## src/rtl/baudgen_pkg.sv

```systemverilog
// Shared field layout and decoded configuration type of the baud tick generator.
// Assumes a 32-bit configuration word; bit positions are fixed by software.
package baudgen_pkg;
    localparam int DIV_W     = 23;
    localparam int EN_BIT    = 23;
    localparam int XSEL_BIT  = 24;
    localparam int XFAST_BIT = 27;

    typedef struct packed {
        logic             en;
        logic             xtal_sel;
        logic             xtal_fast;
        logic [DIV_W-1:0] div_m1;
    } bg_cfg_t;

    // Extracts the used fields from a raw configuration word.
    function automatic bg_cfg_t decode_cfg(input logic [31:0] w);
        bg_cfg_t c;
        c.en        = w[EN_BIT];
        c.xtal_sel  = w[XSEL_BIT];
        c.xtal_fast = w[XFAST_BIT];
        c.div_m1    = w[DIV_W-1:0];
        return c;
    endfunction
endpackage

```

## src/rtl/bg_src_prescaler.sv

```systemverilog
// Source selection and fixed prescaler.
// Counts either every clk cycle (peripheral source) or only xtal_ce cycles
// (crystal source) and emits step_o on the last count of each prescale period.
// Assumes the ratio inputs change only together with a clear.
module bg_src_prescaler #(
    parameter int PCLK_DIV      = 4,
    parameter int XTAL_DIV_SLOW = 3,
    parameter int XTAL_DIV_FAST = 2
) (
    input  logic clk,
    input  logic rst_n,
    input  logic clear,
    input  logic xtal_sel,
    input  logic xtal_fast,
    input  logic xtal_ce,
    output logic step_o
);
    localparam int XMAX    = (XTAL_DIV_SLOW > XTAL_DIV_FAST) ? XTAL_DIV_SLOW : XTAL_DIV_FAST;
    localparam int MAX_DIV = (PCLK_DIV > XMAX) ? PCLK_DIV : XMAX;
    localparam int PRE_W   = (MAX_DIV > 2) ? $clog2(MAX_DIV) : 1;
    localparam logic [PRE_W-1:0] PCLK_LAST = PRE_W'(PCLK_DIV - 1);
    localparam logic [PRE_W-1:0] SLOW_LAST = PRE_W'(XTAL_DIV_SLOW - 1);
    localparam logic [PRE_W-1:0] FAST_LAST = PRE_W'(XTAL_DIV_FAST - 1);

    logic [PRE_W-1:0] cnt_q;
    logic [PRE_W-1:0] last;
    logic             src_ce;

    // Picks the counting strobe and the terminal count for the chosen source.
    always_comb begin
        src_ce = xtal_sel ? xtal_ce : 1'b1;
        if (!xtal_sel)      last = PCLK_LAST;
        else if (xtal_fast) last = FAST_LAST;
        else                last = SLOW_LAST;
    end

    assign step_o = src_ce && (cnt_q == last);

    // Prescale counter: wraps at the terminal count, cleared on reload or disable.
    always_ff @(posedge clk) begin
        if (!rst_n || clear)  cnt_q <= '0;
        else if (src_ce)      cnt_q <= (cnt_q == last) ? '0 : cnt_q + 1'b1;
    end


    pre_in_range_chk: assert property (@(posedge clk) disable iff (!rst_n)
        cnt_q <= last);

    pre_wraps_chk: assert property (@(posedge clk) disable iff (!rst_n)
        (step_o && !clear) |=> (cnt_q == '0));
endmodule

```

## src/rtl/bg_tick_divider.sv

```systemverilog
// Divide-minus-one counter: on every step it advances, and on the step where
// it equals limit it wraps and raises tick_o for one cycle.
// Assumes limit changes only together with a clear.
module bg_tick_divider #(
    parameter int DIV_W = 23
) (
    input  logic             clk,
    input  logic             rst_n,
    input  logic             clear,
    input  logic             step,
    input  logic [DIV_W-1:0] limit,
    output logic             tick_o
);
    logic [DIV_W-1:0] cnt_q;
    logic             tick_q;

    // Main counter and registered tick.
    always_ff @(posedge clk) begin
        if (!rst_n || clear) begin
            cnt_q  <= '0;
            tick_q <= 1'b0;
        end else if (step) begin
            if (cnt_q == limit) begin
                cnt_q  <= '0;
                tick_q <= 1'b1;
            end else begin
                cnt_q  <= cnt_q + 1'b1;
                tick_q <= 1'b0;
            end
        end else begin
            tick_q <= 1'b0;
        end
    end

    assign tick_o = tick_q;


    div_in_range_chk: assert property (@(posedge clk) disable iff (!rst_n)
        cnt_q <= limit);
endmodule

```

## src/rtl/baud_tick_gen.sv

```systemverilog
// Top of the dual-source baud tick generator.
// Holds the configuration word, reloads both counters on each write and keeps
// them cleared while the enable flag is off. xtal_ce must already be
// synchronous to clk and at most one cycle wide per crystal edge.
module baud_tick_gen (
    input  logic        clk,
    input  logic        rst_n,
    input  logic        cfg_wr,
    input  logic [31:0] cfg_wdata,
    input  logic        xtal_ce,
    output logic        tick_o
);
    import baudgen_pkg::*;

    bg_cfg_t cfg_q;
    logic    hold_clr;
    logic    pre_step;
    logic    cfg_unused_bits;

    assign cfg_unused_bits = ^{cfg_wdata[31:28], cfg_wdata[26:25]};

    // Configuration register, loaded by the write strobe.
    always_ff @(posedge clk) begin
        if (!rst_n)      cfg_q <= '0;
        else if (cfg_wr) cfg_q <= decode_cfg(cfg_wdata);
    end

    assign hold_clr = cfg_wr || !cfg_q.en;

    bg_src_prescaler #(
        .PCLK_DIV      (4),
        .XTAL_DIV_SLOW (3),
        .XTAL_DIV_FAST (2)
    ) u_pre (
        .clk       (clk),
        .rst_n     (rst_n),
        .clear     (hold_clr),
        .xtal_sel  (cfg_q.xtal_sel),
        .xtal_fast (cfg_q.xtal_fast),
        .xtal_ce   (xtal_ce),
        .step_o    (pre_step)
    );

    bg_tick_divider #(
        .DIV_W (DIV_W)
    ) u_div (
        .clk    (clk),
        .rst_n  (rst_n),
        .clear  (hold_clr),
        .step   (pre_step),
        .limit  (cfg_q.div_m1),
        .tick_o (tick_o)
    );


    off_silent_chk: assert property (@(posedge clk) disable iff (!rst_n)
        !cfg_q.en |-> !tick_o);

    reload_quiet_chk: assert property (@(posedge clk) disable iff (!rst_n)
        cfg_wr |=> !tick_o);

    single_cycle_chk: assert property (@(posedge clk) disable iff (!rst_n)
        tick_o |=> !tick_o);
endmodule

```

## config.mk

```make
export PLATFORM = sky130hd
export DESIGN_NAME = baud_tick_gen
export DESIGN_NICKNAME = d
export VERILOG_FILES = /design/src/rtl/baudgen_pkg.sv /design/src/rtl/bg_src_prescaler.sv /design/src/rtl/bg_tick_divider.sv /design/src/rtl/baud_tick_gen.sv
export SDC_FILE = /design/constraint.sdc
export NUM_CORES = 1
export LEC_CHECK = 0
export ABC_CLOCK_PERIOD_IN_PS = 2000
export CAP_MARGIN = 25
export CORE_MARGIN = 2
export CORE_UTILIZATION = 35
export CTS_CLUSTER_DIAMETER = 30
export DETAILED_ROUTE_END_ITERATION = 6
export GPL_TIMING_DRIVEN = 0
export SYNTH_ARGS = -nofsm -noshare
export SYNTH_HDL_FRONTEND = slang
export SYNTH_HIERARCHICAL = 1
export SYNTH_SLANG_ARGS = --single-unit
```

## constraint.sdc

```tcl
create_clock -name clk -period 2 [get_ports clk]
set_input_delay 0.4 -clock clk [delete_from_list [all_inputs] [get_ports clk]]
set_output_delay 0.4 -clock clk [all_outputs]
set_load 0.005 [all_outputs]
```

# ---- Word-level counts from Yosys, hierarchy flattened
# Cells that the tools add are included.
dict set report classes {
  magnitude_cmp 0
  div 0
  n_mul 0
  eq_ne 2
  muxes 6
  reduce_logical 6
  n_shift 0
  add_sub_neg 2
  bitwise 1
}
# op n
set op_table {}
lappend op_table {{23-bit by 1-bit adder with 23-bit output, second input constant} 1}
lappend op_table {{23-bit equality test} 1}
lappend op_table {{23-bit 2-to-1 mux} 1}
lappend op_table {{2-bit 2-to-1 mux} 3}
lappend op_table {{2-bit by 1-bit adder with 2-bit output, second input constant} 1}
lappend op_table {{2-bit equality test} 1}
lappend op_table {{1-bit zero test} 2}
lappend op_table {{1-bit logical OR} 2}
lappend op_table {{1-bit 2-to-1 mux} 2}
lappend op_table {{2-bit OR reduction} 1}
lappend op_table {{1-bit logical AND} 1}
lappend op_table {{1-bit inverter} 1}
dict set report totals {
  mem_bits_ro 0
  register_bits 52
  elab_cells 24
  in_bits 36
  latch_bits 0
  mem_bits_rw 0
  mem_count 0
}

# ---- Logic depth before layout (Yosys ltp)
dict set report depth {
  word_depth 6
  depth_mapped 8
  depth_no_buf 8
}

# ---- Modules after synthesis
# Netlist, hierarchy kept.
# mod cells_per_inst area_each_um2 instances
set by_module_without_submodules {}
lappend by_module_without_submodules {bg_tick_divider 151 1342.5 1}
lappend by_module_without_submodules {baud_tick_gen 84 1003.5 1}
lappend by_module_without_submodules {bg_src_prescaler 16 146.4 1}

# ---- Worst setup path before layout
# Ideal clock, no wire load.
dict set report synth_path {
  path_kind {in2reg}
  startpoint {input xtal_ce}
  endpoint {register u_div.cnt_q[13]}
  arrival_time_ns 1.832
  n_path_buf 0
  slack_ns 0.053
  setup_time_ns 0.115
  cell_stages 8
  cell_sequence {and4bb_1 -> o21a_1 -> o21bai_1 -> and3_1 -> nand4_2 -> nor3_1 -> xnor2_1 -> nor2_1}
}
dict set report synth_between {
  elab_chain_len 2
}
# item line_no
set synth_lines {}
lappend synth_lines {{from (decl)} baud_tick_gen.sv:10} ;# input logic xtal_ce,
lappend synth_lines {{1-bit 2-to-1 mux} bg_src_prescaler.sv:31} ;# src_ce = xtal_sel ? xtal_ce : 1'b1;
lappend synth_lines {{1-bit logical AND} bg_src_prescaler.sv:37} ;# assign step_o = src_ce && (cnt_q == last);
lappend synth_lines {{named net pre_step} baud_tick_gen.sv:17} ;# logic pre_step;
lappend synth_lines {{to (signal assigned)} bg_tick_divider.sv:27} ;# cnt_q <= cnt_q + 1'b1;
lappend synth_lines {{to (decl)} bg_tick_divider.sv:14} ;# logic [DIV_W-1:0] cnt_q;
# The timed path passes the listed nets, and every way through them passes these cells.
# A chain may end at the register's enable or synchronous reset.

# ---- Final worst setup path
dict set report layout_path {
  startpoint {register u_pre.cnt_q[0]}
  endpoint {register u_div.cnt_q[18]}
}
dict set report layout_between {
  elab_chain_len 2
}
# item line_no
set layout_lines {}
lappend layout_lines {{from (decl)} bg_src_prescaler.sv:25} ;# logic [PRE_W-1:0] cnt_q;
lappend layout_lines {{from (signal assigned)} bg_src_prescaler.sv:42} ;# else if (src_ce) cnt_q <= (cnt_q == last) ? '0 : cnt_q + 1'b1;
lappend layout_lines {{2-bit equality test} bg_src_prescaler.sv:37}
lappend layout_lines {{1-bit logical AND} bg_src_prescaler.sv:37}
lappend layout_lines {{named net pre_step} baud_tick_gen.sv:17}
# The timed path passes the listed nets, and every way through them passes these cells.

==> results by group <==
Yosys
  – Main combinational cell family by area after synthesis: simple AND/OR/NAND/NOR gates
  – Ys flop type: dfxtp_1
  – Register area share after synthesis: 41.8%
  – Mapped Area: around 2500 sq um
  – Async set-reset flop share out of synthesis: 0%
  – Synthesized Nets: around 290
  – Simple-gate portion of the synthesized area: about 24%
  – Complex-gate fraction of the synthesized area: around 2.2%
  – Yosys warnings: 6
  – Synth cell types: 36
  – Mux cell area share after synthesis: approximately a tenth
  – Avg Cell Area, Syn: 9.93 sq um
  – Post-Synth Adder-Cell Area: 0.502%
  – Seq cells post-synth: 52
  – Number of synthesized flops with an enable pin: 0
  – Xor/xnor share of the synthesized area: 16.2%
  – Post-synthesis cell count: around 250

Placement
  – Post-DP HPWL: 3.56 mm
  – GP Congestion: about 0.77
  – Buffers on Ports: 29
  – Placed Area: between 2000 and 3000 sq um

Worst setup path
  – Worst EP required: ~2.2 ns
  – Reg2reg end: u_div/cnt_q[18]$_SDFFE_PP0P_
  – CP max stage delay: 0.35 ns
  – Worst setup SP type: flop
  – Arrival @ worst endpoint: a little over 2 ns
  – CP endpoint kind: flop
  – Flop2flop setup slack: between 0.15 and 0.2 ns
  – R2r startpoint: u_pre/cnt_q[0]$_SDFFE_PP0P_
  – Worst-path maximum fanout: 6
  – Crit path cell chain: and4bb_1 > o21a_1 > o21bai_4 > and3_4 > nand2_4 > nor4_4 > xnor2_1 > nor2_1
  – Slowest CP cell: dfxtp_1
  – Crit Path Class: flop to flop
  – R2r worst-path depth: 8

Finish
  – Most common cell after layout, fill and taps aside: dfxtp_1
  – Final instance area: between 3000 and 4000 sq um
  – Area Overhead vs Synth: 25.4%
  – Layout net count: between 300 and 400
  – Inserted Diodes: 0
  – Area of the multi-input gates: 1430 sq um
  – Share of post-route cells with drive strength above 1: between 10% and 20%
  – Flip-flop and latch area: about 1000 sq um
  – Most frequent cells in the layout: 50 x dfxtp_1, 30 x xor2_1, 28 x clkdlybuf4s50_1, 28 x nor2_1, 27 x nor2b_1
  – Filler cells: about 680

Hold path
  – Hold Crit Class: input pin to flop
  – Min-delay src: cfg_wr
  – Worst Hold Endpoint: cfg_q[24]$_SDFFE_PN0P_
  – Hold depth: 3

Pwr
  – Power Density: approximately 630 nW/um^2
  – P_sw: around 0.00043 W
  – Net Sw Frac: between 20% and 30%
  – VDD IR max: around 0.3 mV
  – Pwr Total: between 0.0015 and 0.002 W
  – Sequential share of power: between 50% and 60%
  – Power share of the clock group: 35.5%
  – Leakage: 1.25 nW
  – Comb pwr share: approximately a tenth
  – P_int: around 0.0016 W

Global route
  – Number of global-route vias before repair: roughly 1,800
  – Antenna violations before repair: 0
  – Largest net degree at the start of global routing: 16
  – Global-route wire length before repair: roughly 8.4 mm
  – Total track usage: between 10% and 20%
  – Global route overflow: 0

Timing
  – RSZ-0062 raised after global routing: no
  – Final max-slew violation count: 0
  – Max Clk Rate: 544 MHz
  – Max Clock Skew: around 0.011 ns
  – Rel. slew slack: between 60% and 70%
  – Final Hold Viols: 0
  – Tmin final: around 1.8 ns
  – Final setup violating endpoints: 0
  – Setup TNS: 0 ns
  – Measured slew at the worst slew-check pin: 0.493 ns
  – Min Hold Slack: 0.454 ns
  – Tcrit/Tclk final: 91.9%

Routing
  – Detailed-route via count: around 1,800
  – Drt initial violations: 64
  – # DRC: 0
  – Routed vias/inst: between 4 and 5
  – Routed WL per cell: between 10 and 15 um
  – DRT antenna net count: 0
  – Routed wire length: 4.90 mm
  – Pre-antenna DRT Iters: 4

Run status
  – Status: finished clean

Clock tree
  – CTS hold repair buffers: 0
  – Worst-Skew Late Latency: 0.30 ns
  – # H-tree levels: 2
  – Clock-pin slew on the worst setup and hold paths: 0.09 ns
  – CTS tree: built
  – Max clock buf depth: 2
  – Root Driver: clkbuf_8
  – Total CTS buffers: 5
  – Sinks on Clock Net: 52

Floorplanning
  – Starting Density: between 30% and 40%
  – Core ar.: a little under 7000 sq um
  – Die area: 7810 sq um
  – Die Wd: between 80 and 90 um
  – Rows: 30
  – Ports: 37
  – Die Ht: approximately 90 um

Run
  – Max-Cap Viols: 0
stage by stage:
stage          setup slack (ns)  cells  utilization (%)
6_report                  0.163    386             45.7
5_1_grt                 0.00861    386             45.7
4_1_cts                  0.0939    385             45.4
3_5_place_dp             -0.806    376             42.5
3_3_place_gp             -0.804    376             42.5
2_1_floorplan            0.0529    251                -
final cells by class:
type,instances,share of cell area [%]
clock buffer,6,2.32
tap,96,3.84
sequential,52,33.4
multi-input combinational,185,45.9
inverter,5,0.601
clock inverter,2,1.12
timing repair buffer,31,9.73
buffer,9,3.08
power by group through the flow:
stage	clock network (W)	logic, W	registers [W]
after global routing	0.000763	0.000208	0.00109
final	0.000704	0.000188	0.00109
after detailed placement	0	0.000190	0.00111
after global placement	0	0.000190	0.00111
after floorplan	0	0.000110	0.00111
after CTS	0.000721	0.000191	0.00109
synthesized netlist by cell type (2+ instances only):
cell      number  share of area, %
nand2_1        7               1.1
dfxtp_1       52                42
nor4_2         2               1.0
inv_1          4              0.60
nand3_1        5               1.0
mux2i_1       26                10
and3_1         3              0.75
nor2b_1       27               6.8
clkbuf_1       3              0.45
xnor2_1       16               5.6
nor4_1         6               1.5
xor2_1        30                11
buf_6          4               1.8
buf_12         2               1.6
nor3_1         8               1.6
nor2_1        28               4.2
o21ai_0        2              0.40
nand4_1        8               2.0
critical path: cells and delay by family (launching register included):
kind,cells,cell delay (ns)
compound gates,2,0.28
xor+xnor,1,0.14
simple gates,5,0.96
flops,1,0.35
registers in the layout, indices dropped and copies added, names as in the netlist:
register      flops
cfg_q            26
u_div/cnt_q      23
u_pre/cnt_q       2
u_div/tick_o      1
what timing repair did:
action                                  CTS  global route
endpoints found under the setup margin   23            12
buffers inserted                          1             1
pin swaps                                 2             3
gates resized for setup                  17             4
per-layer routing:
layer	wire length [um]	up-vias	part of all wire, %	track usage (%)
li1	-	919	-	-
met1	2280	827	47	17.8
met2	2330	32	48	22.7
met3	201	7	4.1	3.64
met4	89	0	1.8	5.37
met5	0	-	0	0
how the worst max path moves through the flow:
stage	startpoint	to	slack, ns	cells after the start
6_report	u_pre/cnt_q[0]$_SDFFE_PP0P_	u_div/cnt_q[18]$_SDFFE_PP0P_	0.16	8
5_1_grt	u_pre/cnt_q[0]$_SDFFE_PP0P_	u_div/cnt_q[12]$_SDFFE_PP0P_	0.009	8
4_1_cts	cfg_q[24]$_SDFFE_PN0P_	u_div/cnt_q[22]$_SDFFE_PP0P_	0.09	8
3_5_place_dp	xtal_ce	u_div/cnt_q[21]$_SDFFE_PP0P_	-0.81	9
3_3_place_gp	xtal_ce	u_div/cnt_q[21]$_SDFFE_PP0P_	-0.80	9
2_1_floorplan	xtal_ce	u_div/cnt_q[13]$_SDFFE_PP0P_	0.05	8
kinds of logic after synthesis:
kind of cell | Yosys count
mux | 26
flops | 52
compound gates | 7
simple gates | 105
buf+inv | 14
fa+ha+maj | 1
xor+xnor | 46
Note: power is estimated with default switching activity, not from simulation.
